### src/rtl/nvcmd_pkg.sv
package nvcmd_pkg;
  localparam int ADDR_W    = 13;
  localparam int SEQ_LEN   = 6;
  localparam int LEAD_LEN  = SEQ_LEN - 1;
  localparam int STEP_W    = $clog2(SEQ_LEN);
  localparam int LAST_STEP = SEQ_LEN - 1;

  typedef logic [ADDR_W-1:0] addr_t;
  typedef logic [STEP_W-1:0] step_t;

  localparam addr_t STORE_KEY  = 13'h0F0F;
  localparam addr_t RECALL_KEY = 13'h0F0E;

  typedef enum logic [1:0] {CMD_NONE, CMD_STORE, CMD_RECALL} cmd_e;

  // Address expected at each leading step (shared by both commands)
  function automatic addr_t lead_addr(input int idx);
    case (idx)
      0:       return 13'h0000;
      1:       return 13'h1555;
      2:       return 13'h0AAA;
      3:       return 13'h1FFF;
      4:       return 13'h10F0;
      default: return '0;
    endcase
  endfunction

  function automatic step_t step_of(input int idx);
    return step_t'(idx);
  endfunction
endpackage

### src/rtl/nvcmd_addr_match.sv
module nvcmd_addr_match
  import nvcmd_pkg::*;
(
  input  step_t step,
  input  addr_t addr,
  output logic  hit,
  output logic  restart_hit,
  output cmd_e  cmd
);
  logic [LEAD_LEN-1:0] lead_hit;

  for (genvar i = 0; i < LEAD_LEN; i++) begin : g_lead
    assign lead_hit[i] = (addr == lead_addr(i));
  end

  assign restart_hit = lead_hit[0];

  always_comb begin
    hit = 1'b0;
    cmd = CMD_NONE;
    if (step == step_of(LAST_STEP)) begin
      if (addr == STORE_KEY)       cmd = CMD_STORE;
      else if (addr == RECALL_KEY) cmd = CMD_RECALL;
      hit = (cmd != CMD_NONE);
    end else begin
      for (int i = 0; i < LEAD_LEN; i++)
        if (step == step_of(i)) hit = lead_hit[i];
    end
  end
endmodule

### src/rtl/nvcmd_dbl_detect.sv
module nvcmd_dbl_detect
  import nvcmd_pkg::*;
(
  input  logic  clk,
  input  logic  rst_n,
  input  logic  clr,
  input  logic  take,
  input  addr_t addr,
  output logic  dbl
);
  addr_t prev_addr;
  logic  prev_vld;

  assign dbl = take && prev_vld && (addr == prev_addr);

  always_ff @(posedge clk or negedge rst_n) begin
    if (!rst_n) begin
      prev_addr <= '0;
      prev_vld  <= 1'b0;
    end else if (clr) begin
      prev_vld  <= 1'b0;
    end else if (take) begin
      prev_addr <= addr;
      prev_vld  <= 1'b1;
    end
  end
endmodule

### src/rtl/nvcmd_step_fsm.sv
module nvcmd_step_fsm
  import nvcmd_pkg::*;
(
  input  logic  clk,
  input  logic  rst_n,
  input  logic  clr,
  input  logic  take,
  input  logic  we_n,
  input  logic  dbl,
  input  logic  hit,
  input  logic  restart_hit,
  input  cmd_e  cmd,
  output step_t step,
  output logic  store_req,
  output logic  recall_req
);
  step_t step_nx;
  logic  abort;
  logic  fire_store, fire_recall;

  assign abort       = dbl || !we_n;
  assign fire_store  = take && !abort && (cmd == CMD_STORE);
  assign fire_recall = take && !abort && (cmd == CMD_RECALL);

  always_comb begin
    step_nx = step;
    if (clr)                         step_nx = '0;
    else if (take) begin
      if (abort)                     step_nx = '0;
      else if (hit)                  step_nx = (step == step_of(LAST_STEP)) ? '0 : step + 1'b1;
      else if (restart_hit)          step_nx = step_of(1);
      else                           step_nx = '0;
    end
  end

  always_ff @(posedge clk or negedge rst_n) begin
    if (!rst_n) begin
      step       <= '0;
      store_req  <= 1'b0;
      recall_req <= 1'b0;
    end else begin
      step       <= step_nx;
      store_req  <= fire_store;
      recall_req <= fire_recall;
    end
  end
endmodule

### src/rtl/nvcmd_seq_detect.sv
module nvcmd_seq_detect
  import nvcmd_pkg::*;
(
  input  logic              clk,
  input  logic              rst_n,
  input  logic              acc_strobe,
  input  logic [ADDR_W-1:0] acc_addr,
  input  logic              acc_we_n,
  input  logic              nv_busy,
  output logic              store_req,
  output logic              recall_req
);
  logic  take;
  logic  dbl_hit;
  logic  step_hit, restart_hit;
  cmd_e  cmd_sel;
  step_t step_q;

  assign take = acc_strobe && !nv_busy;

  nvcmd_dbl_detect u_dbl (
    .clk   (clk),
    .rst_n (rst_n),
    .clr   (nv_busy),
    .take  (take),
    .addr  (acc_addr),
    .dbl   (dbl_hit)
  );

  nvcmd_addr_match u_match (
    .step        (step_q),
    .addr        (acc_addr),
    .hit         (step_hit),
    .restart_hit (restart_hit),
    .cmd         (cmd_sel)
  );

  nvcmd_step_fsm u_fsm (
    .clk         (clk),
    .rst_n       (rst_n),
    .clr         (nv_busy),
    .take        (take),
    .we_n        (acc_we_n),
    .dbl         (dbl_hit),
    .hit         (step_hit),
    .restart_hit (restart_hit),
    .cmd         (cmd_sel),
    .step        (step_q),
    .store_req   (store_req),
    .recall_req  (recall_req)
  );
endmodule

### config.mk
export PLATFORM = sky130hd
export DESIGN_NAME = nvcmd_seq_detect
export DESIGN_NICKNAME = d
export VERILOG_FILES = /design/src/rtl/nvcmd_pkg.sv /design/src/rtl/nvcmd_addr_match.sv /design/src/rtl/nvcmd_dbl_detect.sv /design/src/rtl/nvcmd_step_fsm.sv /design/src/rtl/nvcmd_seq_detect.sv
export SDC_FILE = /design/constraint.sdc
export NUM_CORES = 1
export LEC_CHECK = 0
export ABC_AREA = 1
export CAP_MARGIN = 10
export CORE_AREA = 10 10 71 73
export CTS_BUF_LIST = sky130_fd_sc_hd__clkbuf_16
export DETAILED_ROUTE_END_ITERATION = 10
export DIE_AREA = 0 0 81 83
export PLACE_DENSITY_LB_ADDON = 0.3
export SLEW_MARGIN = 10
export SYNTH_ARGS = -nofsm -noshare
export SYNTH_HDL_FRONTEND = slang
export SYNTH_SLANG_ARGS = --single-unit
### constraint.sdc
create_clock -name clk -period 1.7 [get_ports clk]
set_clock_uncertainty 0.15 [all_clocks]
set_input_delay 0.34 -clock clk [delete_from_list [all_inputs] [get_ports clk]]
set_output_delay 0.34 -clock clk [all_outputs]
set_load 0.01 [all_outputs]
# Word-level counts from Yosys, hierarchy flattened

Index checks and enable logic that the tools add are counted.

Bits in registers: 19
Input bits: 18
Output and inout port bits: 2
Word-level logic and storage cells: 54

$add $sub $neg: 1
Equality and inequality tests: 14
Multiplexer cells: 18
Bitwise operators: 1
Reduce and logical (&&, ||, !) cells: 15

Operator list:

| operator                                         | number |
|---|---|
| == test 13 x 12 -> 1 bit (second input constant) | 3 |
| == test 13 bit (second input constant)           | 3 |
| two-way mux 3 bit                                | 5 |
| == test 13 bit                                   | 1 |
| logical NOT 13 bit                               | 1 |
| two-way mux 1 bit                                | 9 |
| two-way mux 2 bit                                | 4 |
| == test 3 x 2 -> 1 bit (second input constant)   | 2 |
| == test 3 bit (second input constant)            | 2 |
| logical AND 1 bit                                | 6 |
| nonzero test 2 bit                               | 2 |
| adder 3 x 1 -> 3 bit (second input constant)     | 1 |
| == test 3 x 1 -> 1 bit (second input constant)   | 1 |
| logical NOT 1 bit                                | 3 |
| logical NOT 3 bit                                | 1 |
| == test 2 x 1 -> 1 bit (second input constant)   | 1 |
| == test 2 bit (second input constant)            | 1 |
| AND reduction 2 bit                              | 1 |
| logical OR 1 bit                                 | 1 |
| NOT 1 bit                                        | 1 |

# Longest topological paths before layout

Gate-level depths: netlist of run 1.

Depth after elaboration: 11
Gate-level depth with buffers: 14
Depth with buffers taken out: 14

# Cells and area by module

A second synthesis of run 1 with hierarchy kept.

Cells, all modules: 233
Area, all modules: 1443.9 sq um

By module, submodules not included:

| module           | times used | cells each | area an instance (sq um) |
|---|---|---|---|
| nvcmd_dbl_detect | 1          | 117        | 847.1 |
| nvcmd_addr_match | 1          | 79         | 341.6 |
| nvcmd_step_fsm   | 1          | 35         | 245.2 |
| nvcmd_seq_detect | 1          | 2          | 10.0 |

# Worst setup path after synthesis of run 1

OpenSTA, ideal clock, no wires.

Path kind: flip-flop to flip-flop
Start point: register u_fsm.step[0]
End point: register u_fsm.step[0]
Setup time: 117 ps
Arrival: 1222 ps
Required time: 1433 ps
Setup slack: 210 ps
Stages on the path, launching flop included: 13
Period minus slack after synthesis: 1490 ps
Cell sequence: dfrtp_1 clkbuf_8 nand2_1 inv_1 ha_1 nor2_1 nand2_1 nand2_1 nand2_2 nand2_2 nand2_1 nand3_1 nand2_1

Longest elaborated chain between the ends: 11
Elaborated cells on any way between the ends: 18

RTL lines:

| element                        | line                   | RTL |
|---|---|---|
| start: declaration             | nvcmd_step_fsm.sv:13   | `output step_t step,` |
| start signal: assignment       | nvcmd_step_fsm.sv:42   | `step <= step_nx;` |
| logical NOT 3 bit              | nvcmd_addr_match.sv:27 | `if (step == step_of(i)) hit = lead_hit[i];` |
| two-way mux 1 bit (5 in a row) | nvcmd_addr_match.sv:27 |  |
| two-way mux 1 bit              | nvcmd_addr_match.sv:21 | `if (step == step_of(LAST_STEP)) begin` |
| two-way mux 3 bit (*)          | nvcmd_step_fsm.sv:30   | `else if (hit) step_nx = (step == step_of(LAST_STEP)) ? '0 : step + 1'b1;` |
| two-way mux 3 bit (*)          | nvcmd_step_fsm.sv:29   | `if (abort) step_nx = '0;` |
| two-way mux 3 bit (*)          | nvcmd_step_fsm.sv:28   | `else if (take) begin` |
| two-way mux 3 bit (*)          | nvcmd_step_fsm.sv:27   | `if (clr) step_nx = '0;` |

Mark *: on every way between the ends. The rest lies on a longest branch, timed or not. The select of a mux whose other input is x is not followed.
A chain may end at the register's enable or synchronous reset.

# Final worst setup path of run 1

Start point: register u_fsm.step[1]
End point: register u_fsm.step[0]

Same word-level chain as after synthesis.

==> impl_table.tex, run 1 <==
\begin{tabular}{lr}
\hline
Metric & Value \\
\hline
\multicolumn{2}{l}{\textbf{Run status}} \\
Result of the run & finished, final reports clean \\
\multicolumn{2}{l}{\textbf{Clocking}} \\
CTS tree & done \\
Insertion delay of the later-clocked pin in the worst-skew pair & 0.25 ns \\
Number of buffers on the longest clock path & 2 \\
Clock root buffer & clkbuf\_16 \\
CTS Buf Count & 3 \\
Clock sink count & 19 \\
Clock H-tree levels & 1 \\
Register clock-pin slew on the reported worst setup and hold paths & 0.06 ns \\
\multicolumn{2}{l}{\textbf{Synthesis}} \\
Cell area after synthesis & 1241 um\^{}2 \\
Number of synthesized register bits & 19 \\
Largest family of logic cells by synthesized area & simple AND/OR/NAND/NOR gates \\
Simple-gate share of the synthesized area & 0.3800 \\
Number of warning messages in the yosys log & 0 \\
Adder and majority gate portion of the synthesized area & 0.01008 \\
Cell count after synthesis & 185 \\
Xor/xnor cell area share of the yosys netlist & 0.02117 \\
Sequential cell area fraction in the yosys report & 0.3831 \\
Syn\_nets & 204 \\
Fraction of the mapped netlist area in compound gates & 0.1099 \\
Mean area per synthesized cell & 6.709 um\^{}2 \\
Synth cell types & 24 \\
Proportion of synthesized area in mux cells & 0 \\
\multicolumn{2}{l}{\textbf{Power}} \\
Sw Ratio & 0.2585 \\
Leak Pwr & 0.8808 nW \\
Clock network fraction of total power & 0.387 \\
Sequential group share of total power & 0.416 \\
Total power after layout & 0.001242 W \\
Power density relative to cell area & 697.1 nW/um\^{}2 \\
Combinational share of power & 0.198 \\
Switching Power & 0.0003210 W \\
Internal cell power & 0.0009210 W \\
IR Drop Worst-Case VDD & 403.3 uV \\
\multicolumn{2}{l}{\textbf{Global routing}} \\
Total global routing track utilization & 0.1005 \\
Pin count of the biggest net entering global routing & 20 \\
Initial antenna violation count & 0 \\
Global-route wire length before repair & 5540 um \\
Total congestion overflow after global routing & 0 \\
Number of global-route vias before repair & 1,220 \\
\multicolumn{2}{l}{\textbf{Setup path}} \\
Critical setup path kind & reg -> reg \\
Worst path max stage delay & 0.41 ns \\
Cell family with the largest share of critical-path delay & simple AND/OR/NAND/NOR gates \\
Cells along the critical path & inv\_1 -> nand2\_1 -> nor2\_2 -> inv\_1 -> nor2\_2 -> o31ai\_2 -> nand2\_2 -> nand2\_1 -> nand3\_1 -> nand2\_1 \\
Crit path from & u\_fsm.step[1] \\
R2r startpoint & u\_fsm.step[1] \\
Worst-case register-to-register setup slack & 0.09 ns \\
Crit-path most repeated cell & nand2\_1 \\
Worst-path cell with the longest stage delay & dfrtp\_1 \\
Crit end category & flop \\
Required time at the endpoint of the critical path & 1.69 ns \\
Worst endpoint data arrival time & 1.60 ns \\
CP Max Fanout & 4 \\
Startpoint type of the worst setup path & flop \\
Crit path buf inv count & 2 \\
\multicolumn{2}{l}{\textbf{Die}} \\
Height of the die & 83 um \\
Number of primary I/O pins & 20 \\
Initial cell density of the core & 0.3416 \\
Die width & 81 um \\
Core Rows & 22 \\
Core footprint & 3633 um\^{}2 \\
DIE AREA & 6723 um\^{}2 \\
\multicolumn{2}{l}{\textbf{Layout}} \\
Combined flip-flop and latch cell area & 476.7 um\^{}2 \\
Leading cell type in the layout, fill and taps excluded & nand2\_1 \\
Layout area overhead & 43.55\% \\
Post-Route Utilization & 0.4904 \\
Antenna diode count & 0 \\
Fraction of final layout cells sized beyond drive strength 1 & 0.2457 \\
Highest-count cells in the layout ignoring fill and taps & 55 x nand2\_1, 26 x buf\_4, 23 x inv\_1 \\
Count of nets after finishing & 252 \\
Area of combinational cells with multiple inputs & 688.2 um\^{}2 \\
Final-layout fill cell count & 383 \\
\multicolumn{2}{l}{\textbf{Timing}} \\
Setup-violating endpoint count in the final report & 0 \\
Setup slack of the critical path after layout & 0.08906 ns \\
Fin crit period & 1.611 ns \\
Worst-margin pin slew & 0.3583 ns \\
Final hold violation count & 0 \\
Relative slew margins & 0.7609 \\
Fin. max-slew vios & 0 \\
Highest clock frequency the design can meet & 0.6208 GHz \\
Final period util & 0.9476 \\
Setup TNS & 0 ns \\
Setup repair after global routing missed its margin & true \\
\multicolumn{2}{l}{\textbf{Min path}} \\
Hold Crit Class & in -> async \\
\multicolumn{2}{l}{\textbf{Detailed routing}} \\
ANT nets after route & 0 \\
Drt first-iter violations & 74 \\
Detail-routed net length per standard cell & 11.82 um \\
DRC violation count after routing & 0 \\
Total routed wirelength & 3309 um \\
Post-detailed-route via-to-cell ratio & 4.600 \\
Total iterations of the first detailed-routing run & 4 \\
Via count & 1,288 \\
\multicolumn{2}{l}{\textbf{Placement}} \\
Total of buffers placed on input and output ports & 19 \\
HPWL after detailed placement & 2602 um \\
Routability Congestion & 0.9014 \\
DP Worst Slack & -0.4208 ns \\
\multicolumn{2}{l}{\textbf{Run}} \\
\# Max-Cap Violations & 0 \\
\hline
\end{tabular}
==> layout make-up <==
| class | instances | share of cell area |
|---|---|---|
| multi-input combinational | 137 | 0.3862 |
| sequential | 19 | 0.2676 |
| timing repair buffer | 46 | 0.2135 |
| inverter | 26 | 0.05478 |
| clock buffer | 3 | 0.04213 |
| tap | 48 | 0.03371 |
| clock inverter | 1 | 0.002107 |
==> registers in the layout (all words and copies together) (netlist names) <==
name	cells
u_dbl.prev_addr	13
u_fsm.step	3
u_dbl.prev_vld	1
u_fsm.recall_req	1
u_fsm.store_req	1
==> cells in the mapped netlist <==
| cell type | instances | share of area |
|---|---|---|
| inv_2 | 3 | 0.0091 |
| nand2_2 | 4 | 0.020 |
| clkbuf_8 | 1 | 0.011 |
| dfrtp_1 | 19 | 0.38 |
| o21ai_1 | 1 | 0.0040 |
| and3_1 | 2 | 0.010 |
| xnor2_1 | 3 | 0.021 |
| ha_1 | 1 | 0.010 |
| o211ai_1 | 1 | 0.0061 |
| o22ai_1 | 2 | 0.010 |
| nor3_1 | 1 | 0.0040 |
| nor2_2 | 5 | 0.025 |
| o21ai_0 | 15 | 0.060 |
| nor2_1 | 27 | 0.082 |
| nand2_1 | 55 | 0.17 |
| inv_1 | 23 | 0.070 |
| o31ai_1 | 1 | 0.0061 |
| clkbuf_1 | 2 | 0.0061 |
| nor3_2 | 1 | 0.0081 |
| nand3_1 | 6 | 0.024 |
| a21oi_1 | 1 | 0.0040 |
| nand4_1 | 8 | 0.040 |
| a21oi_2 | 2 | 0.014 |
| a31oi_1 | 1 | 0.0050 |
==> power by group through the flow <==
stage          clock network [W]  logic (W)  registers (W)
2_1_floorplan                  0   0.000112       0.000518
3_3_place_gp                   0   0.000242       0.000522
3_5_place_dp                   0   0.000245       0.000524
4_1_cts                 0.000488   0.000242       0.000517
5_1_grt                 0.000509   0.000278       0.000523
6_report                0.000480   0.000245       0.000516
==> layer usage <==
metal	GRT usage	routed length, um	up-vias
met5	0	0	-
met4	0.05634	63	0
met1	0.1382	1595	572
met3	0.01078	143	4
met2	0.1463	1506	30
li1	-	-	682
==> logic make-up (layout without fill, tap and decap cells) <==
kind of cell    count (synthesis)  after routing
compound gates                 24             24
simple gates                  109            109
flops                          19             19
fa+ha+maj                       1              1
buf+inv                        29             76
xor+xnor                        3              3
==> worst paths after layout <==
| check | cells after the start | to |
|---|---|---|
| setup / recovery | 10 | u_fsm.step[0] |
| hold / removal | 2 | u_dbl.prev_addr[5] |
| setup reg to reg | 10 | u_fsm.step[0] |
| hold reg to reg | 2 | u_dbl.prev_addr[8] |
| max in group asynchronous | 2 | u_fsm.step[0] |
| min in group clk | 4 | u_dbl.prev_addr[3] |
==> through the flow <==
stage | cell area [um^2] | hold WS [ns] | instances
after floorplan | 1241 | -0.1056 | 185
after global placement | 1650 | 0.3270 | 273
after detailed placement | 1650 | 0.3373 | 273
after CTS | 1749 | 0.2941 | 280
after global routing | 1782 | 0.3052 | 280
final | 1782 | 0.2795 | 280
==> what timing repair did <==
item | in CTS | in global routing
setup endpoints to repair | 5 | 11
gates resized for setup | 17 | 14
pin swaps | 12 | 6
buffers inserted | 3 | 0
hold buffers | 0 | 0
cloned | 0 | 0
(Power assumes the default switching activity.)
==> run 2, diff against run 1 <==
--- a/config.mk
+++ b/config.mk
@@ -8,8 +8,8 @@
 export ABC_AREA = 1
 export CAP_MARGIN = 10
-export CORE_AREA = 10 10 71 73
+export CORE_AREA = 10 10 96 56
 export CTS_BUF_LIST = sky130_fd_sc_hd__clkbuf_16
 export DETAILED_ROUTE_END_ITERATION = 10
-export DIE_AREA = 0 0 81 83
+export DIE_AREA = 0 0 106 66
 export PLACE_DENSITY_LB_ADDON = 0.3
 export SLEW_MARGIN = 10
==> constraint.sdc (replaced) <==
create_clock -name clk -period 1.7 [get_ports clk]
set_clock_uncertainty 0.15 [all_clocks]
set_input_delay 0.255 -clock clk [delete_from_list [all_inputs] [get_ports clk]]
set_output_delay 0.255 -clock clk [all_outputs]
set_load 0.01 [all_outputs]
==> run 2 against run 1 <==
Cell count increased by 5.7%. Largest power group unchanged. Critical endpoint unchanged. Sequential share of layout area fell by 1.1 points. Worst hold slack lost 0.087 ns.
==> impl_table.tex, run 2 (synthesis results as in run 1) <==
\begin{tabular}{lr}
\hline
Metric & Value \\
\hline
\multicolumn{2}{l}{\textbf{Run}} \\
\# Max-Cap Violations & 0 \\
\multicolumn{2}{l}{\textbf{Min path}} \\
Hold Crit Class & in -> async \\
\multicolumn{2}{l}{\textbf{Power}} \\
Total power after layout & 0.001269 W \\
Leak Pwr & 0.9817 nW \\
Power density relative to cell area & 682.8 nW/um\^{}2 \\
IR Drop Worst-Case VDD & 285.5 uV \\
\multicolumn{2}{l}{\textbf{Detailed routing}} \\
Met3 Wirelength & 333 um \\
Detail-routed net length per standard cell & 12.39 um \\
Drt first-iter violations & 138 \\
Total iterations of the first detailed-routing run & 4 \\
Via count & 1,343 \\
Total routed wirelength & 3666 um \\
Max layer used & met4 \\
Routed length on met2 & 1181 um \\
ANT nets after route & 0 \\
Routed metal-1 wire length & 2092 um \\
Post-detailed-route via-to-cell ratio & 4.537 \\
DRC violation count after routing & 0 \\
\multicolumn{2}{l}{\textbf{Die}} \\
Core Rows & 16 \\
Core footprint & 3724 um\^{}2 \\
DIE AREA & 6996 um\^{}2 \\
Initial cell density of the core & 0.3333 \\
Number of primary I/O pins & 20 \\
Height of the die & 66 um \\
Die width & 106 um \\
\multicolumn{2}{l}{\textbf{Setup path}} \\
Crit-path most repeated cell & nand2\_1 \\
Startpoint type of the worst setup path & flop \\
Worst endpoint data arrival time & 1.58 ns \\
Crit path buf inv count & 2 \\
Required time at the endpoint of the critical path & 1.70 ns \\
Critical setup path kind & reg -> reg \\
Crit path from & u\_fsm.step[1] \\
Cells along the critical path & inv\_2 -> nand2\_1 -> nor2\_1 -> inv\_1 -> nor2\_1 -> o31ai\_1 -> nand2\_2 -> nand2\_1 -> nand3\_1 -> nand2\_1 \\
Worst-path cell with the longest stage delay & dfrtp\_1 \\
Worst path max stage delay & 0.42 ns \\
Reg2reg end & u\_fsm.step[0] \\
Worst Reg2Reg Path Length in Cells & 10 \\
CP Max Fanout & 4 \\
Cell family with the largest share of critical-path delay & simple AND/OR/NAND/NOR gates \\
Worst-case register-to-register setup slack & 0.12 ns \\
R2r startpoint & u\_fsm.step[1] \\
Crit end category & flop \\
\multicolumn{2}{l}{\textbf{Clocking}} \\
CTS Buf Count & 3 \\
CTS tree & done \\
Insertion delay of the later-clocked pin in the worst-skew pair & 0.26 ns \\
Hold-fix buffers, CTS & 0 \\
Number of buffers on the longest clock path & 2 \\
Register clock-pin slew on the reported worst setup and hold paths & 0.06 ns \\
Clock root buffer & clkbuf\_16 \\
Clock sink count & 19 \\
Clock H-tree levels & 1 \\
\multicolumn{2}{l}{\textbf{Global routing}} \\
Total congestion overflow after global routing & 0 \\
Total global routing track utilization & 0.1064 \\
Global-route wire length before repair & 5823 um \\
Pin count of the biggest net entering global routing & 20 \\
Number of global-route vias before repair & 1,180 \\
Initial antenna violation count & 0 \\
\multicolumn{2}{l}{\textbf{Placement}} \\
Total of buffers placed on input and output ports & 19 \\
Placement Cell Area & 1733 um\^{}2 \\
Cell Count Post-Placement & 289 \\
Routability Congestion & 0.8850 \\
HPWL after detailed placement & 2839 um \\
\multicolumn{2}{l}{\textbf{Layout}} \\
Leading cell type in the layout, fill and taps excluded & nand2\_1 \\
Antenna diode count & 0 \\
Finished layout cell area & 1858 um\^{}2 \\
Top Registers & u\_dbl.prev\_addr (13), u\_fsm.step (3) \\
Register with the highest flop count & u\_dbl.prev\_addr \\
Count of nets after finishing & 262 \\
Flip-flop count of the largest register after layout & 13 \\
Fraction of final layout cells sized beyond drive strength 1 & 0.2479 \\
Post-route insts no fill & 296 \\
Layout area overhead & 49.70\% \\
Post-Route Utilization & 0.4990 \\
Highest-count cells in the layout ignoring fill and taps & 55 x nand2\_1, 35 x buf\_4, 26 x nor2\_1 \\
\multicolumn{2}{l}{\textbf{Timing}} \\
Worst-margin pin slew & 0.3386 ns \\
Final hold violation count & 0 \\
Highest clock frequency the design can meet & 0.6322 GHz \\
Fin. max-slew vios & 0 \\
Relative slew margins & 0.7740 \\
Fin crit period & 1.582 ns \\
Final period util & 0.9305 \\
Setup-violating endpoint count in the final report & 0 \\
\multicolumn{2}{l}{\textbf{Run status}} \\
Result of the run & finished, final reports clean \\
\hline
\end{tabular}
-- run 2: worst reg2reg max path: stages (launching register included) --
cell and delay (ns):
dfrtp_1 0.42, inv_2 0.09, nand2_1 0.08, nor2_1 0.13
inv_1 0.08, nor2_1 0.14, o31ai_1 0.11, nand2_2 0.09
nand2_1 0.06, nand3_1 0.06, nand2_1 0.05
-- run 2: final cells by class --
class	instances	area (um^2)
Inverter	26	97.59
Fill cell	384	1866
Clock buffer	3	75.07
Sequential cell	19	476.7
Multi-Input combinational cell	137	658.1
Clock inverter	1	3.754
Timing Repair Buffer	56	479.2
Tap cell	54	67.56
-- run 2: metrics by stage --
stage	TNS (ns)	setup slack, ns	hold WS (ns)
2_1_floorplan	0	0.2104	-0.1906
3_3_place_gp	-1.877	-0.3441	0.3308
3_5_place_dp	-1.939	-0.3613	0.3344
4_1_cts	0	0.004536	0.2076
5_1_grt	-0.001386	-0.001386	0.2149
6_report	0	0.1181	0.1929
-- run 2: worst max path at each step --
stage	endpoint	cells after the start
after floorplan	u_fsm.step[0]	12
after global placement	u_fsm.step[0]	10
after detailed placement	u_fsm.step[0]	10
after CTS	u_fsm.step[0]	13
after global routing	u_fsm.step[0]	11
final	u_fsm.step[0]	10
-- run 2: routing by layer --
| layer | global-route usage | up-vias |
|---|---|---|
| met5 | 0 | - |
| met4 | 0.04530 | 0 |
| met3 | 0.04961 | 8 |
| met2 | 0.1150 | 42 |
| met1 | 0.1612 | 591 |
| li1 | - | 702 |
-- run 2: where the power goes --
| part | internal (W) | switching (W) | leakage (nW) |
|---|---|---|---|
| sequential | 0.000493 | 0.0000235 | 0.241 |
| combinational | 0.000125 | 0.000134 | 0.698 |
| clock | 0.000314 | 0.000179 | 0.0423 |
-- run 2: what timing repair did --
| item | CTS | global route |
|---|---|---|
| endpoints found under the setup margin | 5 | 5 |
| setup buffers | 0 | 3 |
| gates resized for setup | 8 | 11 |
| endpoints found under the hold margin | 0 | 0 |
| pin swaps | 1 | 7 |
==> run 3, diff against run 2 <==
Settings changed: REMOVE_ABC_BUFFERS set to 1.
==> run 3 against run 2 <==
Cell area shrank 2.6%. Largest cell class unchanged. Routed wire length shrank 4.0%. Clock power grew 2%. Combinational power shrank 7%. Critical path type unchanged. Critical path depth grew 1.
==> impl_table.tex, run 3 (synthesis results as in run 1) <==
\begin{tabular}{lr}
\hline
Metric & Value \\
\hline
\multicolumn{2}{l}{\textbf{Clocking}} \\
Hold-fix buffers, CTS & 0 \\
Clock sink count & 19 \\
Number of buffers on the longest clock path & 2 \\
CTS Buf Count & 3 \\
Register clock-pin slew on the reported worst setup and hold paths & 0.06 ns \\
Insertion delay of the later-clocked pin in the worst-skew pair & 0.26 ns \\
Clock H-tree levels & 1 \\
Clock root buffer & clkbuf\_16 \\
CTS tree & done \\
\multicolumn{2}{l}{\textbf{Timing}} \\
Setup TNS & 0 ns \\
Final period util & 0.9355 \\
Fin. max-slew vios & 0 \\
Setup-violating endpoint count in the final report & 0 \\
Final hold violation count & 0 \\
Relative slew margins & 0.7495 \\
Highest clock frequency the design can meet & 0.6288 GHz \\
Worst hold margin & 0.1909 ns \\
Worst-margin pin slew & 0.3753 ns \\
Fin crit period & 1.590 ns \\
\multicolumn{2}{l}{\textbf{Placement}} \\
HPWL after detailed placement & 2789 um \\
Total of buffers placed on input and output ports & 19 \\
Placement Cell Area & 1695 um\^{}2 \\
Routability Congestion & 0.9297 \\
\multicolumn{2}{l}{\textbf{Layout}} \\
Antenna diode count & 0 \\
Register with the highest flop count & u\_dbl.prev\_addr \\
Flip-flop count of the largest register after layout & 13 \\
Top Registers & u\_dbl.prev\_addr (13), u\_fsm.step (3) \\
Highest-count cells in the layout ignoring fill and taps & 55 x nand2\_1, 30 x buf\_4, 24 x inv\_1 \\
Layout area overhead & 45.77\% \\
Leading cell type in the layout, fill and taps excluded & nand2\_1 \\
Count of nets after finishing & 255 \\
Fraction of final layout cells sized beyond drive strength 1 & 0.2383 \\
Post-Route Utilization & 0.4859 \\
Finished layout cell area & 1809 um\^{}2 \\
\multicolumn{2}{l}{\textbf{Die}} \\
Height of the die & 66 um \\
Initial cell density of the core & 0.3333 \\
DIE AREA & 6996 um\^{}2 \\
Number of primary I/O pins & 20 \\
Core footprint & 3724 um\^{}2 \\
Core Rows & 16 \\
Die width & 106 um \\
\multicolumn{2}{l}{\textbf{Global routing}} \\
Total global routing track utilization & 0.1029 \\
Initial antenna violation count & 0 \\
Total congestion overflow after global routing & 0 \\
Global-route wire length before repair & 5733 um \\
Pin count of the biggest net entering global routing & 20 \\
Number of global-route vias before repair & 1,122 \\
\multicolumn{2}{l}{\textbf{Detailed routing}} \\
Via count & 1,284 \\
Post-detailed-route via-to-cell ratio & 4.443 \\
Total iterations of the first detailed-routing run & 4 \\
Detail-routed net length per standard cell & 12.17 um \\
DRC violation count after routing & 0 \\
ANT nets after route & 0 \\
Total routed wirelength & 3518 um \\
Drt first-iter violations & 110 \\
\multicolumn{2}{l}{\textbf{Min path}} \\
Hold Crit Class & in -> async \\
\multicolumn{2}{l}{\textbf{Setup path}} \\
Worst-case register-to-register setup slack & 0.11 ns \\
Crit end category & flop \\
Startpoint type of the worst setup path & flop \\
Critical setup path kind & reg -> reg \\
Required time at the endpoint of the critical path & 1.70 ns \\
CP Max Fanout & 7 \\
Worst endpoint data arrival time & 1.59 ns \\
\multicolumn{2}{l}{\textbf{Power}} \\
Total power after layout & 0.001259 W \\
IR Drop Worst-Case VDD & 349.6 uV \\
Power density relative to cell area & 695.7 nW/um\^{}2 \\
Leak Pwr & 0.9340 nW \\
\multicolumn{2}{l}{\textbf{Run status}} \\
Result of the run & finished, final reports clean \\
\multicolumn{2}{l}{\textbf{Run}} \\
\# Max-Cap Violations & 0 \\
\hline
\end{tabular}
## run 3: cell types whose count changed in the layout (fill, tap and decap cells not counted), moves of 2 or more
cell and delta:
buf_4 -5, dlygate4sd2_1 +2, dlymetal6s2s_1 -2, nor2_1 -3, nor2_2 +3
## run 3: path summary, 6_finish.rpt
check | startpoint | end | cells past startpoint
setup / recovery | u_fsm.step[0] | u_fsm.step[0] | 11
hold / removal | rst_n | u_dbl.prev_addr[6] | 2
setup reg to reg | u_fsm.step[0] | u_fsm.step[0] | 11
hold reg to reg | u_dbl.prev_addr[10] | u_dbl.prev_addr[10] | 2
max in group asynchronous | rst_n | u_fsm.step[0] | 2
min in group clk | acc_addr[11] | u_dbl.prev_addr[11] | 3
## run 3: what timing repair did
item / CTS / global route
endpoints found under the hold margin: 0 / 0
gates resized for setup: 11 / 10
setup buffers: 1 / 0
setup endpoints to repair: 2 / 5
pin swaps: 7 / 4
## run 3: where the power goes
group / total (W) / internal [W] / leakage [nW] / switching [W]
Clock: 0.000501 / 0.000314 / 0.0423 / 0.000188
Sequential: 0.000515 / 0.000493 / 0.241 / 0.0000220
Combinational: 0.000242 / 0.000112 / 0.651 / 0.000130
Total: 0.00126 / 0.000919 / 0.934 / 0.000339
## run 3: critical path, stage by stage (launching register included)
cell     delay (ns)
dfrtp_2        0.46
nand2_1        0.08
inv_1          0.04
ha_1           0.20
nor2_1         0.11
nand2_1        0.05
nand2_1        0.07
nand2_2        0.08
nand2_2        0.08
nand2_1        0.05
nand3_1        0.06
nand2_1        0.05
## run 3: stage by stage
stage	worst slack, ns	instances
after global routing	-0.0002052	289
after detailed placement	-0.3438	284
final	0.1097	289
after global placement	-0.3583	284
after floorplan	0.2531	182
after CTS	0.002928	289
## run 3: metal layers
layer,global-route usage,vias up,routed length (um)
met5,0,-,0
met4,0.02517,0,31
met3,0.03696,5,240
met2,0.1204,43,1227
met1,0.1618,549,2018
li1,-,687,-
## run 3: cell type report
cell class,count,area (um^2)
timing repair buffer,49,417.9
fill,384,1914
tap,54,67.56
sequential,19,476.7
clock inverter,1,3.754
inverter,26,97.59
multi-input combinational,137,670.6
clock buffer,3,75.07
